==> config.mk <==
export PLATFORM = sky130hd
export DESIGN_NAME = irq_dispatch_ctrl
export DESIGN_NICKNAME = d
export VERILOG_FILES = /design/src/rtl/irq_dispatch_pkg.sv /design/src/rtl/irq_pick.sv /design/src/rtl/irq_xfer.sv /design/src/rtl/irq_seq.sv /design/src/rtl/irq_dispatch_ctrl.sv
export SDC_FILE = /design/constraint.sdc
export NUM_CORES = 1
export LEC_CHECK = 0
export ABC_AREA = 1
export ABC_CLOCK_PERIOD_IN_PS = 20600
export BUFFER_PORTS_ARGS = -buffer_cell sky130_fd_sc_hd__buf_2
export CORE_MARGIN = 10
export CORE_UTILIZATION = 35
export DETAILED_ROUTE_END_ITERATION = 6
export GPL_ROUTABILITY_DRIVEN = 0
export GPL_TIMING_DRIVEN = 0
export PLACE_DENSITY = 0.65
export SLEW_MARGIN = 20
export SYNTH_ARGS = -nofsm -noshare
export SYNTH_HDL_FRONTEND = slang
export SYNTH_SLANG_ARGS = --single-unit
==> constraint.sdc <==
create_clock -name clk -period 20.6 [get_ports clk]
set_input_delay 5.15 -clock clk [delete_from_list [all_inputs] [get_ports clk]]
set_output_delay 5.15 -clock clk [all_outputs]
set_load 0.05 [all_outputs]
==> src/rtl/irq_dispatch_pkg.sv <==
package irq_dispatch_pkg;

  localparam int unsigned LVL_W = 3;
  localparam int unsigned VEC_W = 8;

  typedef enum logic [1:0] {
    SQ_IDLE   = 2'd0,
    SQ_SAVE   = 2'd1,
    SQ_UPDATE = 2'd2,
    SQ_VECTOR = 2'd3
  } seq_state_e;

  // Gating rule for one source: all enables set and level strictly below mask.
  function automatic logic lvl_admits(input logic g, input logic r, input logic e,
                                      input logic [LVL_W-1:0] l,
                                      input logic [LVL_W-1:0] m);
    return g & r & e & (l < m);
  endfunction

  function automatic logic [VEC_W-1:0] vec_of(input logic [VEC_W-1:0] base,
                                              input logic [VEC_W-1:0] idx);
    return base + idx;
  endfunction

endpackage

==> src/rtl/irq_pick.sv <==
module irq_pick
  import irq_dispatch_pkg::*;
#(
  parameter int unsigned NSRC  = 8,
  parameter int unsigned IDX_W = 3
)(
  input  logic                  clk,
  input  logic                  rst,
  input  logic                  gie,
  input  logic [LVL_W-1:0]      ilm,
  input  logic [NSRC-1:0]       req,
  input  logic [NSRC-1:0]       en,
  input  logic [NSRC*LVL_W-1:0] lvl,
  output logic                  hit,
  output logic [IDX_W-1:0]      win_idx,
  output logic [LVL_W-1:0]      win_lvl
);

  logic [NSRC-1:0] qual;

  genvar g;
  generate
    for (g = 0; g < NSRC; g++) begin : g_qual
      assign qual[g] = lvl_admits(gie, req[g], en[g], lvl[g*LVL_W +: LVL_W], ilm);
    end
  endgenerate

  // Linear scan: strict compare keeps the lower index on equal levels.
  always_comb begin
    hit     = 1'b0;
    win_idx = '0;
    win_lvl = '1;
    for (int i = 0; i < NSRC; i++) begin
      if (qual[i] && (!hit || (lvl[i*LVL_W +: LVL_W] < win_lvl))) begin
        hit     = 1'b1;
        win_idx = IDX_W'(i);
        win_lvl = lvl[i*LVL_W +: LVL_W];
      end
    end
  end

  p_win_below_mask_r2: assert property (@(posedge clk) disable iff (rst)
    hit |-> (gie && (win_lvl < ilm)));

endmodule

==> src/rtl/irq_xfer.sv <==
module irq_xfer
  import irq_dispatch_pkg::*;
#(
  parameter int unsigned CNT_W = 16,
  parameter int unsigned IDX_W = 3
)(
  input  logic             clk,
  input  logic             rst,
  input  logic             start,
  input  logic [IDX_W-1:0] start_idx,
  input  logic [LVL_W-1:0] start_lvl,
  input  logic [CNT_W-1:0] start_cnt,
  input  logic             done,
  input  logic             term,
  output logic             act,
  output logic [IDX_W-1:0] idx,
  output logic [LVL_W-1:0] lvl,
  output logic             finish
);

  logic [CNT_W-1:0] cnt;
  logic             cnt_zero;

  assign cnt_zero = (cnt == '0);
  assign finish   = act & (term | cnt_zero);

  always_ff @(posedge clk) begin
    if (rst) begin
      act <= 1'b0;
      cnt <= '0;
      idx <= '0;
      lvl <= '0;
    end else if (start) begin
      act <= 1'b1;
      cnt <= start_cnt;
      idx <= start_idx;
      lvl <= start_lvl;
    end else if (finish) begin
      act <= 1'b0;
    end else if (act && done && !cnt_zero) begin
      cnt <= cnt - 1'b1;
    end
  end

  p_cnt_dec_r7: assert property (@(posedge clk) disable iff (rst)
    (act && done && !cnt_zero && !term) |=> (cnt == $past(cnt) - 1'b1));

  p_run_ends_r8: assert property (@(posedge clk) disable iff (rst)
    (act && term && !start) |=> !act);

endmodule

==> src/rtl/irq_seq.sv <==
module irq_seq
  import irq_dispatch_pkg::*;
(
  input  logic clk,
  input  logic rst,
  input  logic hw_go,
  input  logic sw_go,
  input  logic save_done,
  output logic idle,
  output logic accept,
  output logic save_req,
  output logic mask_upd,
  output logic vec_load
);

  seq_state_e state;
  logic       sw_path;

  assign idle     = (state == SQ_IDLE);
  assign save_req = (state == SQ_SAVE);
  assign mask_upd = (state == SQ_UPDATE);
  assign vec_load = (state == SQ_VECTOR);

  always_ff @(posedge clk) begin
    if (rst) begin
      state   <= SQ_IDLE;
      sw_path <= 1'b0;
      accept  <= 1'b0;
    end else begin
      accept <= 1'b0;
      unique case (state)
        SQ_IDLE: begin
          if (sw_go) begin
            state   <= SQ_SAVE;
            sw_path <= 1'b1;
          end else if (hw_go) begin
            state   <= SQ_SAVE;
            sw_path <= 1'b0;
            accept  <= 1'b1;
          end
        end
        SQ_SAVE: begin
          if (save_done) state <= sw_path ? SQ_IDLE : SQ_UPDATE;
        end
        SQ_UPDATE: state <= SQ_VECTOR;
        SQ_VECTOR: state <= SQ_IDLE;
        default:   state <= SQ_IDLE;
      endcase
    end
  end

  p_one_phase_r5: assert property (@(posedge clk) disable iff (rst)
    $onehot0({save_req, mask_upd, vec_load}));

  p_accept_with_save_r5: assert property (@(posedge clk) disable iff (rst)
    accept |-> save_req);

  p_save_holds_r5: assert property (@(posedge clk) disable iff (rst)
    (save_req && !save_done) |=> save_req);

  p_update_then_vector_r5: assert property (@(posedge clk) disable iff (rst)
    mask_upd |=> vec_load);

endmodule

==> src/rtl/irq_dispatch_ctrl.sv <==
module irq_dispatch_ctrl
  import irq_dispatch_pkg::*;
#(
  parameter int unsigned      NSRC     = 8,
  parameter int unsigned      CNT_W    = 16,
  parameter logic [VEC_W-1:0] VEC_BASE = VEC_W'(16),
  localparam int unsigned     IDX_W    = (NSRC > 1) ? $clog2(NSRC) : 1
)(
  input  logic                  clk,
  input  logic                  rst,
  input  logic [NSRC-1:0]       src_req,
  input  logic [NSRC-1:0]       src_en,
  input  logic [NSRC*LVL_W-1:0] src_lvl,
  input  logic                  auto_wr,
  input  logic [NSRC-1:0]       auto_wdata,
  input  logic                  insn_bound,
  input  logic                  str_step,
  input  logic                  sw_int,
  input  logic                  reti,
  input  logic [LVL_W-1:0]      rest_ilm,
  input  logic                  rest_gie,
  input  logic                  rest_stk,
  input  logic                  cpu_wr,
  input  logic [LVL_W-1:0]      cpu_ilm,
  input  logic                  cpu_gie,
  input  logic                  cpu_stk,
  input  logic                  save_done,
  input  logic [CNT_W-1:0]      xfer_count,
  input  logic                  xfer_done,
  input  logic                  xfer_term,
  output logic                  accept,
  output logic [VEC_W-1:0]      vec_num,
  output logic                  save_req,
  output logic                  mask_upd,
  output logic                  vec_load,
  output logic [LVL_W-1:0]      ilm,
  output logic                  gie,
  output logic                  sys_stk,
  output logic                  xfer_req,
  output logic [IDX_W-1:0]      xfer_src,
  output logic                  busy
);

  logic             hit;
  logic [IDX_W-1:0] win_idx;
  logic [LVL_W-1:0] win_lvl;
  logic             chk_pt, seq_idle, take_ok;
  logic             sw_take, hw_take, xf_start, xf_finish, hw_go;
  logic             xf_act;
  logic [IDX_W-1:0] xf_idx;
  logic [LVL_W-1:0] xf_lvl;
  logic [NSRC-1:0]  auto_en_q;
  logic [IDX_W-1:0] cap_idx;
  logic [LVL_W-1:0] cap_lvl;
  logic [LVL_W-1:0] ilm_q;
  logic             gie_q, stk_q;

  irq_pick #(.NSRC(NSRC), .IDX_W(IDX_W)) u_pick (
    .clk(clk), .rst(rst), .gie(gie_q), .ilm(ilm_q),
    .req(src_req), .en(src_en), .lvl(src_lvl),
    .hit(hit), .win_idx(win_idx), .win_lvl(win_lvl)
  );

  // Named decision events.
  assign chk_pt   = insn_bound | str_step;
  assign take_ok  = seq_idle & ~xf_act;
  assign sw_take  = take_ok & sw_int;
  assign hw_take  = take_ok & ~sw_int & chk_pt & hit & ~auto_en_q[win_idx];
  assign xf_start = take_ok & ~sw_int & chk_pt & hit &  auto_en_q[win_idx];
  assign hw_go    = hw_take | xf_finish;

  irq_xfer #(.CNT_W(CNT_W), .IDX_W(IDX_W)) u_xfer (
    .clk(clk), .rst(rst), .start(xf_start),
    .start_idx(win_idx), .start_lvl(win_lvl), .start_cnt(xfer_count),
    .done(xfer_done), .term(xfer_term),
    .act(xf_act), .idx(xf_idx), .lvl(xf_lvl), .finish(xf_finish)
  );

  irq_seq u_seq (
    .clk(clk), .rst(rst), .hw_go(hw_go), .sw_go(sw_take),
    .save_done(save_done), .idle(seq_idle), .accept(accept),
    .save_req(save_req), .mask_upd(mask_upd), .vec_load(vec_load)
  );

  // Captured request for the running sequence.
  always_ff @(posedge clk) begin
    if (rst) begin
      cap_idx <= '0;
      cap_lvl <= '0;
    end else if (hw_take) begin
      cap_idx <= win_idx;
      cap_lvl <= win_lvl;
    end else if (xf_finish) begin
      cap_idx <= xf_idx;
      cap_lvl <= xf_lvl;
    end
  end

  // Automatic-service bits: a finished run clears its source.
  always_ff @(posedge clk) begin
    if (rst) begin
      auto_en_q <= '0;
    end else begin
      if (auto_wr)   auto_en_q          <= auto_wdata;
      if (xf_finish) auto_en_q[xf_idx]  <= 1'b0;
    end
  end

  // Mask, global enable and stack flag.
  always_ff @(posedge clk) begin
    if (rst) begin
      ilm_q <= '1;
      gie_q <= 1'b0;
      stk_q <= 1'b0;
    end else if (mask_upd) begin
      ilm_q <= cap_lvl;
      stk_q <= 1'b1;
    end else if (sw_take) begin
      gie_q <= 1'b0;
    end else if (reti) begin
      ilm_q <= rest_ilm;
      gie_q <= rest_gie;
      stk_q <= rest_stk;
    end else if (cpu_wr) begin
      ilm_q <= cpu_ilm;
      gie_q <= cpu_gie;
      stk_q <= cpu_stk;
    end
  end

  assign vec_num  = accept ? vec_of(VEC_BASE, VEC_W'(cap_idx)) : '0;
  assign ilm      = ilm_q;
  assign gie      = gie_q;
  assign sys_stk  = stk_q;
  assign xfer_req = xf_act;
  assign xfer_src = xf_idx;
  assign busy     = ~seq_idle | xf_act;

  p_sw_clears_gie_r9: assert property (@(posedge clk) disable iff (rst)
    sw_take |=> (!gie && save_req && !accept));

  p_hw_mask_r6: assert property (@(posedge clk) disable iff (rst)
    mask_upd |=> ((ilm == $past(cap_lvl)) && sys_stk));

  p_no_accept_in_run_r7: assert property (@(posedge clk) disable iff (rst)
    xfer_req |-> !accept);

  p_level_seven_never_r2: assert property (@(posedge clk) disable iff (rst)
    accept |-> (cap_lvl != '1));

  p_run_clears_auto_r7: assert property (@(posedge clk) disable iff (rst)
    (xf_finish && !auto_wr) |=> (!auto_en_q[$past(xf_idx)] && accept));

endmodule

==> impl_metrics.toml, run 1 <==
[clocking]
cts_tree = "built"
cts_resized = 0
cts_buffer_depth = 2
path_clk_slew_ns = 0.09
numCtsBuffers = 5
cts_setup_buffers = 0
hold_buffers = 0
clock_latency_ns = 0.30
htree_levels = 2
cts.sinks = 46
root_buffer = "clkbuf_8"

[global_route]
grt_pass1_wl_mm = 19.9
grt_usage_pct = 14.5
grt_max_degree = 15
gr-total-overflow = 0
grt_pass1_vias = 4308
antenna_found_initial = 0

[floorplanning]
die_w_um = 126
start_util_pct = 35.9
ioPinCount = 107
rows = 38
die_y_um = 126
coreArea_sq_mm = 0.0109
die_area_sq_mm = 0.0158

[sta]
whs_ns = 0.450
setup_violations = 0
fin_setup_tns_ns = 0
worst_slew_pin_slew_ns = 1.00
drv_slew = 0
skew_ns = 0.00718
slew_headroom_pct = 32.6
setup_ws_ns = 7.09
hold_viol = 0
max_freq_ghz = 0.0740
period_needed_ns = 13.51
post-route-period-util_pct = 65.6
rsz0062_at_grt = "false"

[detailed_routing]
drtPass1Iterations = 5
ant_nets = 0
drt-initial-drc-count = 295
via_count = 4261
remaining_drc_errors = 0
routedWlPerCell_um = 13.9
viasPerCell = 4.97
routed_wl_mm = 11.9

[critical_path]
critical_path_required_ns = 20.84
crit_path_end_kind = "register"
crit_path_max_fanout = 10
worstSetupPathType = "in -> reg"
crit_top_cell = "nand2_1"
start_kind = "input pin"
slowest_stage = "o21ai_0"
crit_arrival_ns = 13.75
max_stage_delay_ns = 0.32

[finish]
layout.nets = 828
final_common_cell = "nand2_1"
drive_gt1_share_pct = 21.8
final_cell_mix = "nand2_1, buf_2, inv_1"
area_growth_pct = 21.5
antenna_cells = 0
fin_util_pct = 43.6

[min_path]
min_path_type = "reg -> reg"

[logic_synthesis]
async_reset_ff_share_pct = 0
syn_area_sq_mm = 0.00391
synthCells = 604
yosysTopAreaCell = "dfxtp_1"
synth_area_leaders = "dfxtp_1, nand2_1, ha_1"
yosysWarnings = 0
synth_edf_count = 0
ys_ff_latch = 46
yosysSeqAreaShare_pct = 23.6
synthFlopType = "dfxtp_1"
synth.top_cell.area_share_pct = 23.6
syn_area_per_cell_sq_um = 6.47
synth.distinct_cells = 40

[power_and_ir_drop]
ir_drop_v = 0.0000286
power_mw = 0.287
p_leak_nw = 2.50
power_density_mw_per_mm2 = 60.5

[placement]
pre_cts_slack_ns = 6.77
post-dp-hpwl_mm = 9.82
io_buffers = 101

[run]
max-cap-violations = 0

[status]
status = "completed"
[worst max-delay path, delay by kind of cell]
family	cells	cell delay, ns
AO/OA/AOI/OAI	11	2.41
adder cells (fa/ha/maj)	8	2.31
buffers and inverters	7	0.61
AND/OR/NAND/NOR	38	3.25
[kinds of logic (layout without fill, tap and decap cells)]
group	Yosys count	count (layout)	share of synthesized area, %
adder cells (fa/ha/maj)	27	27	8.65
flip-flops	46	46	23.6
buffers and inverters	114	224	12.2
AO/OA/AOI/OAI	108	108	16.8
other	1	4	0.0960
AND/OR/NAND/NOR	294	294	35.6
XOR/XNOR	14	14	3.14
[flip-flops by register name (all words and copies together), names as in the netlist, 3 cells and up, named ones only]
signal      flops
auto_en_q       8
cap_idx         3
cap_lvl         3
ilm             3
u_xfer.cnt     16
u_xfer.idx      3
u_xfer.lvl      3
[metrics by stage]
stage | cell area [sq um] | cells
2_1_floorplan | 3920 | 607
3_3_place_gp | 4600 | 848
3_5_place_dp | 4600 | 849
4_1_cts | 4750 | 857
5_1_grt | 4750 | 857
6_report | 4750 | 857
[layout make-up]
| type | count | area (sq um) |
|---|---|---|
| Tap cell | 140 | 175 |
| Multi-Input combinational cell | 447 | 2520 |
| Sequential cell | 46 | 921 |
| Inverter | 94 | 353 |
| Fill cell | 1148 | 6140 |
| Clock inverter | 2 | 60.1 |
| Buffer | 20 | 123 |
| Timing Repair Buffer | 102 | 509 |
| Clock buffer | 6 | 82.6 |
[cells in the mapped netlist (2+ instances only)]
| library cell | instances |
|---|---|
| buf_4 | 8 |
| nand3_2 | 2 |
| a2111oi_4 | 2 |
| nand2_1 | 130 |
| or2_2 | 5 |
| nor2_1 | 45 |
| ha_1 | 27 |
| inv_1 | 87 |
| dfxtp_1 | 46 |
| buf_6 | 2 |
| a21oi_1 | 48 |
| nand4_1 | 9 |
| and3_1 | 6 |
| xor2_1 | 8 |
| clkinv_1 | 7 |
| o221ai_1 | 4 |
| xnor2_1 | 6 |
| o31ai_1 | 2 |
| o21ai_0 | 21 |
| nor3_1 | 8 |
| nand3b_1 | 2 |
| clkbuf_1 | 7 |
| o211ai_1 | 3 |
| nand2_2 | 16 |
| nand3_1 | 61 |
| a2111oi_0 | 5 |
| o21ai_1 | 15 |
| a31oi_1 | 4 |
| nand2_4 | 5 |
| nand3_4 | 2 |
| buf_2 | 2 |
[report_power, final]
| part | internal (mW) | switching (mW) | total [mW] |
|---|---|---|---|
| Combinational | 0.0366 | 0.0670 | 0.104 |
| Clock | 0.0518 | 0.0322 | 0.0840 |
| Sequential | 0.0948 | 0.00451 | 0.0994 |
| Total | 0.183 | 0.104 | 0.287 |
[path summary, 6_finish.rpt]
| path | depth (start not counted) | slack [ns] | endpoint | start |
|---|---|---|---|---|
| min | 2 | 0.45 | u_xfer.lvl[0] | u_xfer.lvl[0] |
| max reg2reg | 64 | 11.40 | u_xfer.cnt[14] | ilm[2] |
| min reg2reg | 2 | 0.45 | u_xfer.lvl[0] | u_xfer.lvl[0] |
| max | 64 | 7.09 | u_xfer.cnt[14] | src_lvl[2] |
[routing by layer]
layer  vias to the layer above  GRT usage [%]  share of wire [%]
met2                        94           25.3                 48
met5                         -              0                  0
met3                        10           2.81                4.5
li1                       2205              -                  -
met4                         0           2.71               0.78
met1                      1952           18.1                 47
Power figures use the tool's default switching activity.
==> run 2: changes to the inputs <==
--- a/config.mk
+++ b/config.mk
@@ -6,7 +6,7 @@
 export NUM_CORES = 1
 export LEC_CHECK = 0
 export ABC_AREA = 1
-export ABC_CLOCK_PERIOD_IN_PS = 20600
+export ABC_CLOCK_PERIOD_IN_PS = 12500
 export BUFFER_PORTS_ARGS = -buffer_cell sky130_fd_sc_hd__buf_2
 export CORE_MARGIN = 10
 export CORE_UTILIZATION = 35
==> constraint.sdc (replaced) <==
create_clock -name clk -period 12.5 [get_ports clk]
set_input_delay 3.125 -clock clk [delete_from_list [all_inputs] [get_ports clk]]
set_output_delay 3.125 -clock clk [all_outputs]
set_load 0.05 [all_outputs]
==> run 2 against run 1 <==
Register-to-register slack lost 8.1 ns. Clock power grew 64%. Hold slack is the same. Worst setup slack lost 6.1 ns. Largest cell class unchanged.
==> impl_metrics.toml, run 2 (synthesis results as in run 1) <==
[run]
max-cap-violations = 0

[detailed_routing]
viasPerCell = 4.97
via_count = 4261
remaining_drc_errors = 0
drtPass1Iterations = 5
ant_nets = 0
routed_wl_mm = 11.9
routedWlPerCell_um = 13.9
drt-initial-drc-count = 295

[power_and_ir_drop]
ir_drop_v = 0.0000472
power_density_mw_per_mm2 = 99.6
power_mw = 0.473
p_leak_nw = 2.50

[placement]
pre_cts_slack_ns = 0.696
place_area_sq_mm = 0.00460
post-dp-hpwl_mm = 9.82
io_buffers = 101
place_inst = 849

[status]
status = "completed"

[floorplanning]
ioPinCount = 107
die_w_um = 126
die_area_sq_mm = 0.0158
die_y_um = 126
rows = 38
coreArea_sq_mm = 0.0109
start_util_pct = 35.9

[clocking]
path_clk_slew_ns = 0.09
root_buffer = "clkbuf_8"
clock_latency_ns = 0.30
cts_tree = "built"
hold_buffers = 0
htree_levels = 2
cts_buffer_depth = 2
cts_setup_buffers = 0
numCtsBuffers = 5
cts.sinks = 46
cts_resized = 0

[finish]
top_register = "u_xfer.cnt"
layout.nets = 828
final_cell_mix = "nand2_1, buf_2, inv_1"
area_growth_pct = 21.5
antenna_cells = 0
largest_register_ffs = 16
fillers = 1148
fin_util_pct = 43.6
fin_area_sq_mm = 0.00475
top_regs = "u_xfer.cnt: 16 flops, auto_en_q: 8 flops"
drive_gt1_share_pct = 21.8
fin_cells = 857
final_common_cell = "nand2_1"

[global_route]
grt_pass1_vias = 4308
antenna_found_initial = 0
gr-total-overflow = 0
grt_usage_pct = 14.5
grt_pass1_wl_mm = 19.9
grt_max_degree = 15

[critical_path]
max_stage_delay_ns = 0.32
critical_path_required_ns = 12.74
worstSetupPathType = "in -> reg"
start_kind = "input pin"
crit_path_end_kind = "register"
slowest_stage = "o21ai_0"
crit_top_cell = "nand2_1"
crit_path_max_fanout = 10
crit_arrival_ns = 11.73

[sta]
post-route-period-util_pct = 91.9
hold_viol = 0
slew_headroom_pct = 32.6
setup_ws_ns = 1.01
setup_violations = 0
skew_ns = 0.00718
drv_slew = 0
worst_slew_pin_slew_ns = 1.00
fin_setup_tns_ns = 0
whs_ns = 0.450
rsz0062_at_grt = "false"
max_freq_ghz = 0.0870
period_needed_ns = 11.49

[min_path]
min_path_type = "reg -> reg"
-- run 2: final cells by class --
cell class / count / area [sq um] / area share (%)
multi-input cells: 447 / 2520 / 53.2
well taps: 140 / 175 / 3.69
clock buffers: 6 / 82.6 / 1.74
clock inverters: 2 / 60.1 / 1.27
inverters: 94 / 353 / 7.43
flip-flops and latches: 46 / 921 / 19.4
plain buffers: 20 / 123 / 2.58
repair buffers: 102 / 509 / 10.7
-- run 2: critical path: cells and delay by family --
kind            cells  cell delay (ns)
compound gates     11             2.41
fa+ha+maj           8             2.31
buf+inv             7             0.61
simple gates       38             3.25
-- run 2: path summary, 6_finish.rpt --
kind	startpoint	endpoint	slack [ns]	cells past startpoint
setup reg to reg	ilm[2]	u_xfer.cnt[14]	3.30	64
hold / removal	u_xfer.lvl[0]	u_xfer.lvl[0]	0.45	2
setup / recovery	src_lvl[2]	u_xfer.cnt[14]	1.01	64
hold reg to reg	u_xfer.lvl[0]	u_xfer.lvl[0]	0.45	2
-- run 2: power by group --
part	switching, mW	internal (mW)
clock network	0.0531	0.0853
logic	0.111	0.0603
registers	0.00743	0.156
-- run 2: layer usage --
layer	wire [um]	global-route usage [%]
met1	5550	18.1
met2	5690	25.3
met3	536	2.81
met4	93	2.71
met5	0	0
